--- config.mk ---
export PLATFORM = sky130hd
export DESIGN_NAME = frame_irq_fbus
export DESIGN_NICKNAME = d
export VERILOG_FILES = /design/src/rtl/frame_irq_fbus_pkg.sv /design/src/rtl/frame_pos_counter.sv /design/src/rtl/frame_irq_gen.sv /design/src/rtl/last_access_reg.sv /design/src/rtl/fbus_mux.sv /design/src/rtl/frame_irq_fbus.sv
export SDC_FILE = /design/constraint.sdc
export NUM_CORES = 1
export LEC_CHECK = 0
export BUFFER_PORTS_ARGS = -buffer_cell sky130_fd_sc_hd__buf_2
export CELL_PAD_IN_SITES_DETAIL_PLACEMENT = 1
export CELL_PAD_IN_SITES_GLOBAL_PLACEMENT = 2
export CORE_MARGIN = 5
export CORE_UTILIZATION = 30
export DETAILED_ROUTE_END_ITERATION = 8
export HOLD_SLACK_MARGIN = 0.02
export PLACE_DENSITY = 0.83
export SYNTH_ARGS = -nofsm -noshare
export SYNTH_HDL_FRONTEND = slang
export SYNTH_SLANG_ARGS = --single-unit
--- constraint.sdc ---
create_clock -name clk_i -period 1.8 [get_ports clk_i]
set_clock_uncertainty 0.1 [all_clocks]
set_input_delay 0.27 -clock clk_i [delete_from_list [all_inputs] [get_ports clk_i]]
set_output_delay 0.27 -clock clk_i [all_outputs]
set_load 0.03 [all_outputs]
--- src/rtl/frame_irq_fbus_pkg.sv ---
package frame_irq_fbus_pkg;
  typedef logic [7:0] byte_t;

  localparam int unsigned SLOTS = 4;

  function automatic byte_t force_bit0(input byte_t b, input logic en);
    return {b[7:1], b[0] | en};
  endfunction
endpackage

--- src/rtl/frame_pos_counter.sv ---
module frame_pos_counter #(
  parameter int unsigned LINE_HC     = 456,
  parameter int unsigned FRAME_LINES = 311,
  localparam int unsigned FRAME_HC   = LINE_HC * FRAME_LINES,
  localparam int unsigned COL_W      = $clog2(LINE_HC),
  localparam int unsigned LINE_W     = $clog2(FRAME_LINES),
  localparam int unsigned POS_W      = $clog2(FRAME_HC)
) (
  input  logic              clk_i,
  input  logic              rst_ni,
  output logic [COL_W-1:0]  col_o,
  output logic [LINE_W-1:0] line_o,
  output logic [POS_W-1:0]  pos_o,
  output logic [POS_W-1:0]  pos_next_o
);
  logic [COL_W-1:0]  col_q, col_d;
  logic [LINE_W-1:0] line_q, line_d;
  logic [POS_W-1:0]  pos_q, pos_d;
  logic              col_wrap, line_wrap;

  assign col_wrap  = (col_q == COL_W'(LINE_HC - 1));
  assign line_wrap = (line_q == LINE_W'(FRAME_LINES - 1));

  always_comb begin
    col_d  = col_wrap ? '0 : col_q + 1'b1;
    line_d = line_q;
    if (col_wrap) line_d = line_wrap ? '0 : line_q + 1'b1;
    pos_d  = (pos_q == POS_W'(FRAME_HC - 1)) ? '0 : pos_q + 1'b1;
  end

  always_ff @(posedge clk_i or negedge rst_ni) begin
    if (!rst_ni) begin
      col_q  <= '0;
      line_q <= '0;
      pos_q  <= '0;
    end else begin
      col_q  <= col_d;
      line_q <= line_d;
      pos_q  <= pos_d;
    end
  end

  assign col_o      = col_q;
  assign line_o     = line_q;
  assign pos_o      = pos_q;
  assign pos_next_o = pos_d;

  assert_pos_consistent_R1: assert property (@(posedge clk_i) disable iff (!rst_ni)
    int'(pos_q) == int'(line_q) * int'(LINE_HC) + int'(col_q));

  assert_pos_wrap_R1: assert property (@(posedge clk_i) disable iff (!rst_ni)
    (pos_q == POS_W'(FRAME_HC - 1)) |=> (pos_q == '0 && col_q == '0 && line_q == '0));
endmodule

--- src/rtl/frame_irq_gen.sv ---
module frame_irq_gen #(
  parameter int unsigned POS_W     = 18,
  parameter int unsigned IRQ_START = 113080,
  parameter int unsigned IRQ_LEN   = 48,
  localparam int unsigned IRQ_END  = IRQ_START + IRQ_LEN
) (
  input  logic             clk_i,
  input  logic             rst_ni,
  input  logic [POS_W-1:0] pos_i,
  input  logic [POS_W-1:0] pos_next_i,
  output logic             irq_o
);
  logic irq_q;

  // exact compares on the upcoming position keep irq aligned with pos_i
  always_ff @(posedge clk_i or negedge rst_ni) begin
    if (!rst_ni)                               irq_q <= 1'b0;
    else if (pos_next_i == POS_W'(IRQ_START))  irq_q <= 1'b1;
    else if (pos_next_i == POS_W'(IRQ_END))    irq_q <= 1'b0;
  end

  assign irq_o = irq_q;

  assert_irq_rise_R2: assert property (@(posedge clk_i) disable iff (!rst_ni)
    $rose(irq_q) |-> (pos_i == POS_W'(IRQ_START)));

  assert_irq_fall_R2: assert property (@(posedge clk_i) disable iff (!rst_ni)
    $fell(irq_q) |-> (pos_i == POS_W'(IRQ_END)));

  assert_irq_reset_low_R3: assert property (@(posedge clk_i)
    !rst_ni |-> !irq_q);
endmodule

--- src/rtl/last_access_reg.sv ---
module last_access_reg
  import frame_irq_fbus_pkg::*;
(
  input  logic  clk_i,
  input  logic  rst_ni,
  input  logic  late_mode_i,
  input  logic  mem_strobe_i,
  input  byte_t mem_data_i,
  input  logic  burst_done_i,
  input  byte_t burst_last_i,
  output byte_t last_o
);
  byte_t last_q;

  always_ff @(posedge clk_i or negedge rst_ni) begin
    if (!rst_ni)           last_q <= 8'hFF;
    else if (mem_strobe_i) last_q <= force_bit0(mem_data_i, late_mode_i);
    else if (burst_done_i) last_q <= force_bit0(burst_last_i, late_mode_i);
  end

  assign last_o = last_q;

  assert_late_bit0_R8: assert property (@(posedge clk_i) disable iff (!rst_ni)
    (late_mode_i && (mem_strobe_i || burst_done_i)) |=> last_q[0]);

  assert_hold_R10: assert property (@(posedge clk_i) disable iff (!rst_ni)
    (!mem_strobe_i && !burst_done_i) |=> $stable(last_q));
endmodule

--- src/rtl/fbus_mux.sv ---
module fbus_mux
  import frame_irq_fbus_pkg::*;
#(
  parameter int unsigned COL_W      = 9,
  parameter int unsigned LINE_W     = 9,
  parameter int unsigned DISP_LINES = 192,
  parameter int unsigned DISP_HC    = 256
) (
  input  logic                  clk_i,
  input  logic                  rst_ni,
  input  logic                  late_mode_i,
  input  logic [COL_W-1:0]      col_i,
  input  logic [LINE_W-1:0]     line_i,
  input  logic [8*SLOTS-1:0]    fetch_bytes_i,
  input  byte_t                 last_i,
  output byte_t                 fbus_o
);
  logic  on_disp_line, in_fetch;
  logic [1:0] slot;
  byte_t slot_bytes [SLOTS];
  byte_t fetch_sel;

  for (genvar k = 0; k < SLOTS; k++) begin : g_slot
    assign slot_bytes[k] = fetch_bytes_i[8*k +: 8];
  end

  assign on_disp_line = (line_i < LINE_W'(DISP_LINES));
  assign in_fetch     = (col_i < COL_W'(DISP_HC)) && !col_i[3];
  assign slot         = col_i[2:1];
  assign fetch_sel    = force_bit0(slot_bytes[slot], late_mode_i);

  always_comb begin
    if (!on_disp_line)  fbus_o = 8'hFF;
    else if (!in_fetch) fbus_o = last_i;
    else                fbus_o = fetch_sel;
  end

  assert_border_ff_R4: assert property (@(posedge clk_i) disable iff (!rst_ni)
    (line_i >= LINE_W'(DISP_LINES)) |-> (fbus_o == 8'hFF));

  assert_gap_last_R5: assert property (@(posedge clk_i) disable iff (!rst_ni)
    ((line_i < LINE_W'(DISP_LINES)) && col_i[3]) |-> (fbus_o == last_i));

  assert_late_fetch_bit0_R7: assert property (@(posedge clk_i) disable iff (!rst_ni)
    (late_mode_i && (line_i < LINE_W'(DISP_LINES)) && (col_i < COL_W'(DISP_HC)) && !col_i[3])
      |-> fbus_o[0]);
endmodule

--- src/rtl/frame_irq_fbus.sv ---
module frame_irq_fbus
  import frame_irq_fbus_pkg::*;
#(
  parameter int unsigned LINE_HC     = 456,
  parameter int unsigned FRAME_LINES = 311,
  parameter int unsigned DISP_LINES  = 192,
  parameter int unsigned DISP_HC     = 256,
  parameter int unsigned IRQ_LEAD_HC = 28736,
  parameter int unsigned IRQ_LEN_HC  = 48,
  localparam int unsigned FRAME_HC   = LINE_HC * FRAME_LINES,
  localparam int unsigned IRQ_START  = FRAME_HC - IRQ_LEAD_HC,
  localparam int unsigned COL_W      = $clog2(LINE_HC),
  localparam int unsigned LINE_W     = $clog2(FRAME_LINES),
  localparam int unsigned POS_W      = $clog2(FRAME_HC)
) (
  input  logic        clk_i,
  input  logic        rst_ni,
  input  logic        late_mode_i,
  input  logic [31:0] fetch_bytes_i,
  input  logic        burst_done_i,
  input  logic        mem_strobe_i,
  input  logic [7:0]  mem_data_i,
  output logic        irq_o,
  output logic [7:0]  fbus_o
);
  logic [COL_W-1:0]  col;
  logic [LINE_W-1:0] line;
  logic [POS_W-1:0]  pos, pos_next;
  byte_t             last_byte;

  frame_pos_counter #(
    .LINE_HC     (LINE_HC),
    .FRAME_LINES (FRAME_LINES)
  ) u_pos (
    .clk_i      (clk_i),
    .rst_ni     (rst_ni),
    .col_o      (col),
    .line_o     (line),
    .pos_o      (pos),
    .pos_next_o (pos_next)
  );

  frame_irq_gen #(
    .POS_W     (POS_W),
    .IRQ_START (IRQ_START),
    .IRQ_LEN   (IRQ_LEN_HC)
  ) u_irq (
    .clk_i      (clk_i),
    .rst_ni     (rst_ni),
    .pos_i      (pos),
    .pos_next_i (pos_next),
    .irq_o      (irq_o)
  );

  last_access_reg u_last (
    .clk_i        (clk_i),
    .rst_ni       (rst_ni),
    .late_mode_i  (late_mode_i),
    .mem_strobe_i (mem_strobe_i),
    .mem_data_i   (mem_data_i),
    .burst_done_i (burst_done_i),
    .burst_last_i (fetch_bytes_i[31:24]),
    .last_o       (last_byte)
  );

  fbus_mux #(
    .COL_W      (COL_W),
    .LINE_W     (LINE_W),
    .DISP_LINES (DISP_LINES),
    .DISP_HC    (DISP_HC)
  ) u_mux (
    .clk_i         (clk_i),
    .rst_ni        (rst_ni),
    .late_mode_i   (late_mode_i),
    .col_i         (col),
    .line_i        (line),
    .fetch_bytes_i (fetch_bytes_i),
    .last_i        (last_byte),
    .fbus_o        (fbus_o)
  );
endmodule

==> impl_metrics.json <==
{
  "status": "finished with violations",
  "violations": "negative setup slack",
  "post-route-period-util_pct": 115,
  "grt_first_pass_wirelength_um": 12300,
  "path_max_fanout": 3,
  "yosysWarnings": 0,
  "clk_path_buf_depth": 2,
  "period_needed_ns": 2.08,
  "avgRoutedWirePerCell_um": 17.1,
  "required_ns": 1.43,
  "drive_gt1_share_pct": 46.5,
  "grt_max_degree": 46,
  "clk_pin_slew_ns": 0.09,
  "drt-total-wl_um": 8150,
  "root_buffer": "clkbuf_8",
  "synth_top_family_by_area": "simple AND/OR/NAND/NOR gates",
  "boundaryPins": 54,
  "synth-compound-area-share_pct": 6.85,
  "drc": 0,
  "synthFlopType": "dfrtp_1",
  "syn_nets": 307,
  "gp_congestion": 0.819,
  "synthSimpleGateAreaFrac_pct": 26.8,
  "synthTopCellsByCount": "nand2_1, dfrtp_1, nor2_1",
  "hold_path.class": "in -> reg",
  "synth_xor_area_share_pct": 7.87,
  "slowest_stage": "mux4_2",
  "crit_type": "reg -> out",
  "fp.coreArea_um2": 8260,
  "power_density_nw_per_um2": 532,
  "insertion_delay_ns": 0.31,
  "antenna_left": 0,
  "drt_pass1_iterations": 4,
  "htree_levels": 2,
  "drv_slew": 0,
  "dieArea_um2": 10500,
  "p_leak_nw": 1.73,
  "finalSetupViolations": 18,
  "cpPeakStageDelay_ns": 0.51,
  "finalHoldViolCount": 0,
  "initial_core_util_pct": 31.0,
  "yosys.cell_count.top_type": "nand2_1",
  "peakVddDrop_uv": 261,
  "avgSynthCellArea_um2": 9.92,
  "synth.mux.area_fraction_pct": 10.2,
  "vias": 2430,
  "synthCells": 258,
  "fmax_mhz": 482,
  "antenna_found_initial": 0,
  "core.rowCount": 33,
  "synth_top_cell_by_area": "dfrtp_1",
  "grtUsageTotal_pct": 15.0,
  "antenna_cells": 0,
  "cts_buffers": 5,
  "die_w_um": 102,
  "yosysSeqAreaShare_pct": 44.4,
  "hpwlAfterDp_um": 5760,
  "crit_chain": "buf_6 -> mux4_2 -> nor3_4 -> o21ai_2 -> buf_6",
  "rsz0062_at_grt": "yes",
  "area_growth_pct": 47.1,
  "final_cells": 477,
  "drt_iter0_drc": 60,
  "synth_seq_cells": 45,
  "synthesis.area_um2": 2560,
  "synth_cell_types": 43,
  "cts.sinks": 45,
  "grt_remaining_overflow": 0,
  "synth_top_area_share_pct": 36.2,
  "synthAdderAreaFrac_pct": 1.96,
  "hold_slack_ns": 0.0792,
  "async_flop_share_pct": 100,
  "dp_cells": 455,
  "synth-edff-count": 0,
  "max-cap-violations": 0,
  "fin_nets": 420,
  "dieHeight_um": 102,
  "vias_per_cell": 5.09,
  "arrival_ns": 1.71,
  "end_kind": "output port",
  "setup_slack_ns": -0.276,
  "crit_path_frequent_cell": "buf_6",
  "portBuffers": 53,
  "slew_headroom_pct": 78.4,
  "cts_tree": "yes",
  "synth_area_leaders": "dfrtp_1, dfstp_2, mux4_2",
  "worst_setup_path_start_kind": "flip-flop",
  "tightestPinTransition_ns": 0.320,
  "grt_pass1_vias": 2623
}
[cells by family after synthesis]
family	after synthesis
flops	45
mux	16
fa+ha+maj	4
xor+xnor	23
compound gates	30
buf+inv	12
simple gates	128
[critical path, delay by kind of cell, from the launching register on]
family                 cells  cell delay [ns]
muxes                      1             0.51
buffers and inverters      2             0.26
DFF                        1             0.40
and+or+nand+nor            1             0.15
AOI/OAI and AO/OA          1             0.09
[final cells by class]
type,instances,area (µm²)
clock buffers,6,72.6
clock inverters,2,35.0
fillers,955,4490
inverters,5,18.8
multi-input cells,201,1560
flip-flops and latches,45,1140
well taps,105,131
repair buffers,113,803
[routing by layer]
metal	GRT usage [%]	wire [µm]	up-vias
met5	0	0	-
met4	4.24	224	0
met3	2.59	318	18
met2	28.3	4490	46
met1	17.2	3120	1223
li1	-	-	1143
[state kept, by name (all words and copies together), names as in the netlist]
signal and count:
u_pos.col_o 9, u_irq.irq_o 1, u_pos.pos_o 18, u_pos.line_o 9, u_last.last_o 8
[stage by stage]
step	instance area (µm²)	TNS (ns)	worst slack (ns)	total power (W)	utilization [%]
after floorplan	2580	-0.0270	-0.0227	0.00114	-
after global placement	3300	-0.101	-0.0802	0.00123	40.0
after detailed placement	3300	-0.177	-0.0996	0.00124	40.0
after CTS	3590	-2.14	-0.274	0.00203	43.5
after global routing	3760	-5.78	-0.353	0.00209	45.6
final	3760	-3.07	-0.276	0.00200	45.6
[repair_timing]
| item | in CTS | in global routing |
|---|---|---|
| endpoints found under the setup margin | 11 | 27 |
| gates resized for setup | 39 | 27 |
| setup buffers | 5 | 7 |
| hold buffers | 1 | 0 |
| pin swaps | 24 | 13 |
| gates cloned | 0 | 1 |
| endpoints found under the hold margin | 37 | 0 |
[power breakdown]
part	total (W)	internal (W)	leakage (nW)	switching [W]
combinational	0.000182	0.0000899	1.11	0.0000926
clock	0.000773	0.000413	0.0552	0.000361
sequential	0.00105	0.00104	0.567	0.00000938
total	0.00200	0.00154	1.73	0.000463
[placed cells by master (no fill, tap or decap), types with 9 or more instances in the layout]
cell type and instances:
xnor2_1 12, buf_4 52, dfrtp_1 34, nand3_1 17
nor2_1 19, nand2_1 37, buf_2 45, o21ai_0 9
buf_6 14
[path summary, 6_finish.rpt]
path	from	to	slack, ns	cells after the start
min	mem_data_i[7]	u_last.last_o[7]	0.08	3
max	u_pos.col_o[1]	fbus_o[0]	-0.28	5
min in group asynchronous	rst_ni	u_pos.pos_o[2]	0.36	3
max reg2reg	u_pos.col_o[1]	u_pos.line_o[7]	-0.17	9
max in group asynchronous	rst_ni	u_last.last_o[5]	0.94	3
min reg2reg	u_pos.line_o[7]	u_pos.line_o[7]	0.44	1
No activity file was read; power rests on OpenSTA's default activity.
